File: src/rtl/eag_pkg.sv
package eag_pkg;

    localparam int EA_ADDR_W    = 16;
    localparam int EA_OFF_W     = 8;
    localparam int EA_SPLIT     = 32;
    localparam int EA_NUM_MODES = 7;

    typedef enum logic [2:0] {
        EA_DIRECT = 3'd0,
        EA_SHORT  = 3'd1,
        EA_SFR    = 3'd2,
        EA_REGIND = 3'd3,
        EA_BASED  = 3'd4,
        EA_BIDX   = 3'd5,
        EA_STACK  = 3'd6,
        EA_BAD    = 3'd7
    } ea_mode_e;

    typedef struct packed {
        logic [EA_NUM_MODES-1:0] used;
        logic                    illegal;
    } ea_decode_t;

    function automatic logic is_window_mode(input ea_mode_e m);
        return (m == EA_SHORT) || (m == EA_SFR);
    endfunction

endpackage

File: src/rtl/eag_decode.sv
module eag_decode
    import eag_pkg::*;
#(
    parameter int NUM_MODES = EA_NUM_MODES
) (
    input  ea_mode_e             mode,
    output logic [NUM_MODES-1:0] used,
    output logic                 illegal
);
    localparam int CODE_W = $bits(ea_mode_e);

    genvar i;
    generate
        for (i = 0; i < NUM_MODES; i++) begin : g_hot
            assign used[i] = (mode == ea_mode_e'(CODE_W'(i)));
        end
    endgenerate

    assign illegal = ~|used;
endmodule

File: src/rtl/eag_window.sv
module eag_window #(
    parameter int ADDR_W     = 16,
    parameter int OFF_W      = 8,
    parameter int SPLIT      = 32,
    parameter bit SHORT_FORM = 1'b1
) (
    input  logic [OFF_W-1:0]  off,
    input  logic              word,
    output logic [ADDR_W-1:0] addr,
    output logic              misalign
);
    localparam int HI_W = ADDR_W - OFF_W;

    generate
        if (SHORT_FORM) begin : g_short
            logic wrap_up;
            assign wrap_up = (off < OFF_W'(SPLIT));
            assign addr    = {{(HI_W-1){1'b1}}, wrap_up, off};
        end else begin : g_page
            assign addr = {{HI_W{1'b1}}, off};
        end
    endgenerate

    assign misalign = word & off[0];
endmodule

File: src/rtl/eag_adder.sv
module eag_adder #(
    parameter int ADDR_W = 16,
    parameter int OFF_W  = 8
) (
    input  logic [ADDR_W-1:0] base,
    input  logic [OFF_W-1:0]  idx,
    output logic [ADDR_W-1:0] sum
);
    localparam int PAD_W = ADDR_W - OFF_W;

    assign sum = base + {{PAD_W{1'b0}}, idx};
endmodule

File: src/rtl/eag_top.sv
module eag_top
    import eag_pkg::*;
#(
    parameter int ADDR_W = EA_ADDR_W,
    parameter int OFF_W  = EA_OFF_W,
    parameter int SPLIT  = EA_SPLIT
) (
    input  logic [2:0]              mode_i,
    input  logic                    word_i,
    input  logic                    pick_i,
    input  logic [OFF_W-1:0]        imm_lo_i,
    input  logic [OFF_W-1:0]        imm_hi_i,
    input  logic [ADDR_W-1:0]       hl_i,
    input  logic [ADDR_W-1:0]       de_i,
    input  logic [OFF_W-1:0]        b_i,
    input  logic [OFF_W-1:0]        c_i,
    input  logic [ADDR_W-1:0]       sp_i,
    output logic [ADDR_W-1:0]       addr_o,
    output logic [EA_NUM_MODES-1:0] mode_used_o,
    output logic                    illegal_o,
    output logic                    misalign_o
);
    localparam int DIR_PAD = ADDR_W - 2 * OFF_W;

    ea_mode_e    mode;
    ea_decode_t  dec;
    logic [ADDR_W-1:0] short_addr, sfr_addr, based_addr, bidx_addr, ptr_addr, dir_addr;
    logic              short_mis, sfr_mis;
    logic [OFF_W-1:0]  idx_byte;

    assign mode = ea_mode_e'(mode_i);

    eag_decode #(.NUM_MODES(EA_NUM_MODES)) u_dec (
        .mode    (mode),
        .used    (dec.used),
        .illegal (dec.illegal)
    );

    eag_window #(.ADDR_W(ADDR_W), .OFF_W(OFF_W), .SPLIT(SPLIT), .SHORT_FORM(1'b1)) u_short (
        .off      (imm_lo_i),
        .word     (word_i),
        .addr     (short_addr),
        .misalign (short_mis)
    );

    eag_window #(.ADDR_W(ADDR_W), .OFF_W(OFF_W), .SPLIT(SPLIT), .SHORT_FORM(1'b0)) u_sfr (
        .off      (imm_lo_i),
        .word     (word_i),
        .addr     (sfr_addr),
        .misalign (sfr_mis)
    );

    eag_adder #(.ADDR_W(ADDR_W), .OFF_W(OFF_W)) u_based (
        .base (hl_i),
        .idx  (imm_lo_i),
        .sum  (based_addr)
    );

    assign idx_byte = pick_i ? c_i : b_i;

    eag_adder #(.ADDR_W(ADDR_W), .OFF_W(OFF_W)) u_bidx (
        .base (hl_i),
        .idx  (idx_byte),
        .sum  (bidx_addr)
    );

    assign ptr_addr = pick_i ? hl_i : de_i;

    generate
        if (DIR_PAD > 0) begin : g_dir_pad
            assign dir_addr = {{DIR_PAD{1'b0}}, imm_hi_i, imm_lo_i};
        end else begin : g_dir_fit
            assign dir_addr = ADDR_W'({imm_hi_i, imm_lo_i});
        end
    endgenerate

    always_comb begin
        unique case (mode)
            EA_DIRECT: addr_o = dir_addr;
            EA_SHORT:  addr_o = short_addr;
            EA_SFR:    addr_o = sfr_addr;
            EA_REGIND: addr_o = ptr_addr;
            EA_BASED:  addr_o = based_addr;
            EA_BIDX:   addr_o = bidx_addr;
            EA_STACK:  addr_o = sp_i;
            default:   addr_o = '0;
        endcase
    end

    assign mode_used_o = dec.used;
    assign illegal_o   = dec.illegal;
    assign misalign_o  = (dec.used[EA_SHORT] & short_mis) |
                         (dec.used[EA_SFR]   & sfr_mis);
endmodule

File: config.mk
export PLATFORM = sky130hd
export DESIGN_NAME = eag_top
export DESIGN_NICKNAME = d
export VERILOG_FILES = /design/src/rtl/eag_pkg.sv /design/src/rtl/eag_decode.sv /design/src/rtl/eag_window.sv /design/src/rtl/eag_adder.sv /design/src/rtl/eag_top.sv
export SDC_FILE = /design/constraint.sdc
export NUM_CORES = 1
export LEC_CHECK = 0
export ABC_AREA = 1
export BUFFER_PORTS_ARGS = -buffer_cell sky130_fd_sc_hd__buf_2
export CAP_MARGIN = 10
export CORE_MARGIN = 2
export CORE_UTILIZATION = 48
export DETAILED_ROUTE_END_ITERATION = 6
export PLACE_DENSITY = 0.91
export SYNTH_ARGS = -nofsm -noshare
export SYNTH_HDL_FRONTEND = slang
export SYNTH_SLANG_ARGS = --single-unit
export TNS_END_PERCENT = 20
File: constraint.sdc
create_clock -name vclk -period 3.7
set_clock_uncertainty 0.15 [all_clocks]
set_input_delay 0.185 -clock vclk [all_inputs]
set_output_delay 0.185 -clock vclk [all_outputs]
set_load 0.03 [all_outputs]
==> impl_metrics.ini, run 1 <==
[floorplanning]
initial_core_util_pct = 49.3
dieHeight_um = 62.3
num_io_pins = 110
die_width_um = 62.3
num_rows = 21
dieArea_mm2 = 0.00388
core_mm2 = 0.00331

[timing]
final_hold_viol_count = 0
worst_slew_pin_slew_ps = 555
rsz0062_at_grt = no
slew_viol_final = 0
post-route-period-util_pct = 83.4
max_clock_freq_mhz = 324
setup-violations-final = 0
period_minus_slack_ps = 3080
fin_setup_tns_ps = 0
slew_headroom_pct = 62.5

[placement]
post-dp-hpwl_um = 4960
place_congestion = 0.946
numPortBuffers = 110
placed_area_mm2 = 0.00219

[layout]
clock_buffers = 0
design.seq.count = 0
seq_area_um2 = 0
drive_above_1_share_pct = 31.8
layout.nets = 523
fin_area_mm2 = 0.00219
syn2layout_area_growth_pct = 34.3
final_cell_mix = nand2_1, buf_2, inv_1
nFillCells = 340
final_common_cell = nand2_1
diodes = 0

[power]
p_total_mw = 0.327
ir_drop_mv = 0.0755
p_per_area_mw_per_mm2 = 149
p_leak_nw = 1.32

[cts]
cts_resized = 0
cts-hold-fix-buffers = 0
post_cts_buffers = 0

[setup_path]
critPathTopFamily = simple AND/OR/NAND/NOR gates
path_cells = buf_2 -> inv_2 -> nor2_4 -> inv_4 -> nor2_8 -> o211ai_2 -> o21ai_2 -> ha_1 -> inv_1 -> fa_1 -> inv_1 -> nand3_1 -> nand3_1 -> nand2_1 -> nand2_1 -> nand3_1 -> nand3_1 -> nand2_1 -> buf_2
cp.buffers_inverters = 6
worstPathArrival_ps = 2750
crit_path_start_kind = input pin
setup.worst_path.class = in -> out
cp_max_fo = 15
endpoint_kind = output port
slowest_stage = fa_1
cpMostUsedCell = nand3_1
worstPathRequired_ps = 3370
cpPeakStageDelay_ps = 360

[yosys]
syn-num-nets = 418
netlist_area_mm2 = 0.00163
synth-seq-area-share_pct = 0
yosys_warnings = 0
synth_area_per_cell_um2 = 5.07
yosys.cell_types.count = 35
syn_inst = 322

[detailed_routing]
avgRoutedWirePerCell_um = 12.5
drt-total-wl_um = 5900
avgViaCountPerCell = 5.41
drtIter0Drc = 181
drt_first_pass_iters = 7
ant_nets = 0
via_count = 2548
drc = 0

[grt]
grt_pass1_vias = 2269
antenna_found_initial = 0
grtUsageTotal_pct = 28.5
grt_pass1_wl_um = 9520
grt-ovfl-total = 0
grt_max_degree = 28

[min_path]
min_path_type = in -> out

[run_status]
status = finished, final reports clean

[flow_run]
drv_cap = 0
==> power breakdown <==
part / internal (mW) / leakage [nW] / switching, mW / total, mW
registers: 0 / 0 / 0 / 0
clock network: 0 / 0 / 0 / 0
logic: 0.119 / 1.32 / 0.208 / 0.327
==> routing by layer <==
layer,global-route usage (%),vias up,wire (um)
li1,-,1262,-
met1,34.8,1137,2370
met2,53.0,133,2900
met3,3.08,16,499
met4,6.94,0,125
met5,0,-,0
==> area by class of cell <==
cell class                      count  area (um2)  share of cell area, %
Inverter                           38         145                   6.62
Multi-Input combinational cell    276        1430                   65.3
Tap cell                           46        57.6                   2.63
Timing Repair Buffer              111         558                   25.5
==> cell families after synthesis <==
| family | Yosys count | share of synthesized area (%) |
|---|---|---|
| simple gates | 220 | 60.5 |
| buf+inv | 46 | 12.3 |
| compound gates | 45 | 18.2 |
| fa+ha+maj | 11 | 8.89 |
==> cells in the mapped netlist <==
| master | number | area, um2 |
|---|---|---|
| a21boi_0 | 1 | 7.51 |
| a21o_1 | 1 | 7.51 |
| a21oi_1 | 12 | 60.1 |
| a221oi_1 | 1 | 8.76 |
| and2_1 | 1 | 6.26 |
| and3_1 | 8 | 50.1 |
| buf_2 | 3 | 15.0 |
| buf_4 | 1 | 7.51 |
| buf_6 | 1 | 11.3 |
| buf_8 | 1 | 15.0 |
| clkbuf_1 | 2 | 7.51 |
| fa_1 | 1 | 20.0 |
| ha_1 | 10 | 125 |
| inv_1 | 32 | 120 |
| inv_2 | 5 | 18.8 |
| inv_4 | 1 | 6.26 |
| nand2_1 | 134 | 503 |
| nand3_1 | 25 | 125 |
| nand3b_1 | 9 | 67.6 |
| nand4_1 | 6 | 37.5 |
| nor2_1 | 22 | 82.6 |
| nor2_2 | 1 | 6.26 |
| nor2_4 | 2 | 22.5 |
| nor2_8 | 1 | 20.0 |
| nor3_1 | 1 | 5.00 |
| o2111ai_1 | 2 | 17.5 |
| o211ai_1 | 5 | 37.5 |
| o211ai_2 | 2 | 25.0 |
| o21a_1 | 4 | 30.0 |
| o21ai_0 | 12 | 60.1 |
| o21ai_2 | 4 | 35.0 |
| o41ai_1 | 1 | 8.76 |
| or2_0 | 1 | 6.26 |
| or2_1 | 1 | 6.26 |
| or2_2 | 8 | 50.1 |
==> worst paths after layout <==
kind                       from        endpoint  slack, ps  cells after the start
worst min-delay path  mode_i[0]  mode_used_o[4]        590                      3
worst max-delay path  mode_i[2]      addr_o[12]        620                     19
==> per-stage QoR <==
| step | hold WS (ps) | std cells | utilization [%] | setup WS (ps) |
|---|---|---|---|---|
| finish | 591 | 471 | 66.2 | 615 |
| global route | 618 | 471 | 66.2 | 313 |
| CTS | 587 | 471 | 66.2 | 642 |
| detailed placement | 587 | 471 | 66.2 | 662 |
| global placement | 583 | 471 | 66.2 | 736 |
| floorplan | 332 | 322 | - | 1240 |
(Power assumes the default switching activity.)
==> inputs of run 2 (changes only) <==
--- a/config.mk
+++ b/config.mk
@@ -9,9 +9,9 @@
 export BUFFER_PORTS_ARGS = -buffer_cell sky130_fd_sc_hd__buf_2
 export CAP_MARGIN = 10
 export CORE_MARGIN = 2
-export CORE_UTILIZATION = 48
+export CORE_UTILIZATION = 40
 export DETAILED_ROUTE_END_ITERATION = 6
-export PLACE_DENSITY = 0.91
+export PLACE_DENSITY = 0.8
 export SYNTH_ARGS = -nofsm -noshare
 export SYNTH_HDL_FRONTEND = slang
 export SYNTH_SLANG_ARGS = --single-unit
==> constraint.sdc (replaced) <==
create_clock -name vclk -period 2.75
set_clock_uncertainty 0.15 [all_clocks]
set_input_delay 0.1375 -clock vclk [all_inputs]
set_output_delay 0.1375 -clock vclk [all_outputs]
set_load 0.03 [all_outputs]
==> run 2 against run 1 <==
  * Sequential cell count unchanged
  * Combinational power increased by 45%
  * Setup slack got worse by 460 ps
  * Global-route usage decreased by 3.0 points
  * Critical endpoint is now addr_o[6]
  * Non-clock buffer count increased by 13
  * Sequential share of layout area unchanged
  * Via count decreased by 0.24%
  * First-iteration DRC count decreased by 22%
  * Highest routed layer unchanged
  * Count of clock-buffer cells in the layout unchanged
  * Routed wire length increased by 2.5%
  * Total power increased by 45%
==> impl_metrics.ini, run 2 (same netlist as run 1, synthesis figures left out) <==
[detailed_routing]
drt-total-wl_um = 6050
wl_met1_um = 2520
avgRoutedWirePerCell_um = 12.4
avgViaCountPerCell = 5.20
via_count = 2542
drtIter0Drc = 141
drc = 0
ant_nets = 0
drt_first_pass_iters = 5
wl_met3_um = 447
dr.max_layer_used = met4
wl_met2_um = 3030

[setup_path]
cpPeakStageDelay_ps = 290
endpoint_kind = output port
path_cells = buf_2 -> inv_2 -> nor2_4 -> inv_6 -> nor2_8 -> buf_4 -> o21ai_0 -> o21a_1 -> ha_1 -> nand2_1 -> inv_1 -> nand2_1 -> nand3_2 -> a21oi_1 -> o21ai_0 -> nand3_1 -> buf_2
crit_path_start_kind = input pin
cp_max_fo = 8
setup.worst_path.class = in -> out
worstPathArrival_ps = 2300
slowest_stage = ha_1
worstPathRequired_ps = 2460

[layout]
layout.nets = 537
clock_buffers = 0
final_common_cell = nand2_1
syn2layout_area_growth_pct = 45.3
design.seq.count = 0
drive_above_1_share_pct = 36.4
nFillCells = 390
fin_cells = 489
diodes = 0
final_cell_mix = nand2_1, buf_2, inv_1
seq_area_um2 = 0

[min_path]
min_path_type = in -> out

[grt]
grt_pass1_vias = 2281
antenna_found_initial = 0
grt_pass1_wl_um = 9410
grt_max_degree = 18
grt-ovfl-total = 0
grtUsageTotal_pct = 25.4

[timing]
setup-violations-final = 0
rsz0062_at_grt = yes
post-route-period-util_pct = 94.2
slew_headroom_pct = 69.3
slew_viol_final = 0
worst_slew_pin_slew_ps = 460
period_minus_slack_ps = 2590
final_hold_viol_count = 0
max_clock_freq_mhz = 386

[floorplanning]
die_width_um = 67.9
num_io_pins = 110
initial_core_util_pct = 41.1
dieHeight_um = 67.9
core_mm2 = 0.00397
num_rows = 23
dieArea_mm2 = 0.00461

[power]
ir_drop_mv = 0.111
p_total_mw = 0.473
p_per_area_mw_per_mm2 = 199
p_leak_nw = 1.40

[placement]
post-dp-hpwl_um = 4870
numPortBuffers = 110
place_congestion = 0.907
dpl.cell_count = 479

[flow_run]
drv_cap = 0

[run_status]
status = finished, final reports clean

[cts]
cts-hold-fix-buffers = 0
[run 2: changes by cell type in the layout (fill, tap and decap cells not counted), sizes merged]
cell	delta
clkbuf	+5
nor2	+1
inv	-1
clkinvlp	+1
buf	+8
[run 2: repair_timing]
action                                 in CTS  in global routing
gates cloned                                0                  1
setup endpoints to repair                   2                  9
pin swaps                                   1                  3
buffers inserted                            3                  6
gates resized for setup                     0                 21
endpoints found under the hold margin       0                  0
[run 2: metal layers]
layer	GRT usage, %	vias to the layer above
met5	0	-
met1	33.6	1121
met3	2.47	8
met4	3.75	0
met2	45.5	125
li1	-	1288
[run 2: report_power, final]
| part | switching [mW] | total (mW) | leakage (nW) | internal (mW) |
|---|---|---|---|---|
| Sequential | 0 | 0 | 0 | 0 |
| Combinational | 0.290 | 0.473 | 1.40 | 0.183 |
| Clock | 0 | 0 | 0 | 0 |
[run 2: through the flow]
stage	setup WS, ps	cell area, um2	hold WS [ps]	setup TNS (ps)	utilization [%]
floorplan	387	1630	237	0	-
global placement	78.2	2230	492	0	56.1
detailed placement	3.66	2230	481	0	56.1
CTS	58.6	2250	482	0	56.6
global route	-19.9	2370	520	-44.1	59.7
finish	159	2370	499	0	59.7
[run 2: area by class of cell]
cell class,count,area (um2),area share [%]
multi-input cells,277,1490,62.7
repair buffers,124,672,28.3
inverters,38,151,6.38
well taps,50,62.6,2.64
[run 2: worst max-delay path, delay by kind of cell]
kind,cells,cell delay (ps)
AOI/OAI and AO/OA,4,450
buffers and inverters,6,720
and+or+nand+nor,6,710
adders and majority gates,1,290
[run 2: final timing paths]
path	startpoint	to	slack, ps	cells past startpoint
max	mode_i[2]	addr_o[6]	160	17
min	sp_i[2]	addr_o[2]	500	4
==> inputs of run 3 (changes only) <==
--- a/config.mk
+++ b/config.mk
@@ -6,7 +6,7 @@
 export NUM_CORES = 1
 export LEC_CHECK = 0
 export ABC_AREA = 1
-export BUFFER_PORTS_ARGS = -buffer_cell sky130_fd_sc_hd__buf_2
+export BUFFER_PORTS_ARGS = -buffer_cell sky130_fd_sc_hd__buf_4
 export CAP_MARGIN = 10
 export CORE_MARGIN = 2
 export CORE_UTILIZATION = 40
==> run 3 against run 2 <==
  * Die area unchanged
  * Total power is 9.2% higher
  * Largest cell class unchanged
  * First-iteration DRC count rose by 23%
  * Critical path type unchanged
  * Sequential share of layout area did not move
  * Combinational power rose by 9.3%
  * Sequential cell count unchanged
  * Final cell count down 1.4%
==> impl_metrics.ini, run 3 (same netlist as run 1, synthesis figures left out) <==
[run_status]
status = finished, final reports clean

[grt]
antenna_found_initial = 0
grt_pass1_wl_um = 10500
grt_max_degree = 18
grtUsageTotal_pct = 28.8
grt-ovfl-total = 0
grt_pass1_vias = 2417

[setup_path]
setup.worst_path.end = addr_o[6]
critPathTopFamily = compound AO/OA/AOI/OAI gates
cp_num_cells = 14
endpoint_kind = output port
path_cells = buf_4 -> inv_2 -> nor2_4 -> inv_4 -> nor2_8 -> o21ai_0 -> o21a_1 -> ha_1 -> a21oi_1 -> nand3_1 -> a21oi_1 -> o21ai_0 -> nand3_1 -> buf_4
crit_path_start_kind = input pin
cp.buffers_inverters = 4
worstPathRequired_ps = 2460
setup.worst_path.class = in -> out
worstPathArrival_ps = 2370
critPathLaunch = mode_i[2]
cpPeakStageDelay_ps = 330
cp_max_fo = 8
slowest_stage = ha_1

[min_path]
min_path_type = in -> out

[floorplanning]
num_io_pins = 110
die_width_um = 67.9
core_mm2 = 0.00397
num_rows = 23
dieHeight_um = 67.9
initial_core_util_pct = 41.1
dieArea_mm2 = 0.00461

[timing]
period_minus_slack_ps = 2660
setup-violations-final = 0
worst_slew_pin_slew_ps = 465
post-route-period-util_pct = 96.6
rsz0062_at_grt = yes
slew_viol_final = 0
final_hold_viol_count = 0
fin_ws_ps = 92.4
holdWs_ps = 443
max_clock_freq_mhz = 376
slew_headroom_pct = 68.6
fin_setup_tns_ps = 0

[layout]
diodes = 0
drive_above_1_share_pct = 34.3
clock_buffers = 0
final_common_cell = nand2_1
design.seq.count = 0
syn2layout_area_growth_pct = 57.5
fin_cells = 482
layout.nets = 530
seq_area_um2 = 0
final_cell_mix = nand2_1, buf_4, inv_1

[power]
p_sw_share_pct = 56.1
intPower_mw = 0.227
power_frac_comb_pct = 100.0
ir_drop_mv = 0.0991
p_per_area_mw_per_mm2 = 201
clockPowerShare_pct = 0
switchingPower_mw = 0.290
seqPwrFrac_pct = 0
p_leak_nw = 1.45

[placement]
place_congestion = 1.03
dpl.cell_count = 478
post-dp-hpwl_um = 5430
dpl_worst_slack_ps = 85.6
numPortBuffers = 110

[detailed_routing]
drtIter0Drc = 173
drt-total-wl_um = 6470
drc = 0
ant_nets = 0
drt_first_pass_iters = 5
via_count = 2552
avgRoutedWirePerCell_um = 13.4
avgViaCountPerCell = 5.29

[flow_run]
drv_cap = 0

[cts]
cts-hold-fix-buffers = 0
run 3: cell types whose count changed in the layout (fill, tap and decap cells not counted), moves of 2 or more:
cell	before	now
buf_2	105	0
buf_4	13	115
clkbuf_4	5	0
nand2_1	131	133
nand2_2	3	1
o21ai_0	10	12
o21ai_1	2	0
run 3: worst min path at each step:
stage	end	start	cells after the start	slack, ps
3_3_place_gp	mode_used_o[4]	mode_i[0]	3	450
2_1_floorplan	mode_used_o[4]	mode_i[0]	1	240
4_1_cts	mode_used_o[4]	mode_i[0]	3	440
3_5_place_dp	mode_used_o[4]	mode_i[0]	3	440
5_1_grt	mode_used_o[4]	mode_i[0]	3	470
6_report	mode_used_o[4]	mode_i[0]	3	440
run 3: area by class of cell:
type,instances,area (um2)
timing repair buffer,118,906
fill,380,1400
inverter,38,145
multi-input combinational,276,1460
tap,50,62.6
run 3: repair_timing:
item,4_1_cts,5_1_grt
gates resized for setup,0,8
setup endpoints to repair,0,10
setup buffers,0,4
run 3: tightest hold or removal path: stages:
cell and delay [ps]:
buf_4 110, nor2_1 50, buf_4 160
run 3: per-stage QoR:
step                instance area, um2  power, mW  utilization, %
floorplan                         1630      0.282               -
global placement                  2490      0.491            62.8
detailed placement                2490      0.495            62.8
CTS                               2490      0.497            62.8
global route                      2570      0.565            64.7
finish                            2570      0.517            64.7
run 3: power by group through the flow:
stage                     registers (mW)  logic (mW)  clock network (mW)
after global routing                   0       0.565                   0
after CTS                              0       0.497                   0
after detailed placement               0       0.495                   0
after global placement                 0       0.491                   0
final                                  0       0.517                   0
after floorplan                        0       0.282                   0
run 3: routing by layer:
metal	GRT usage, %	routed length [um]	part of all wire (%)	vias to the layer above
li1	-	-	-	1272
met1	37.6	2800	43	1166
met2	50.7	3140	49	100
met3	3.29	387	6.0	14
met4	6.00	142	2.2	0
met5	0	0	0	-
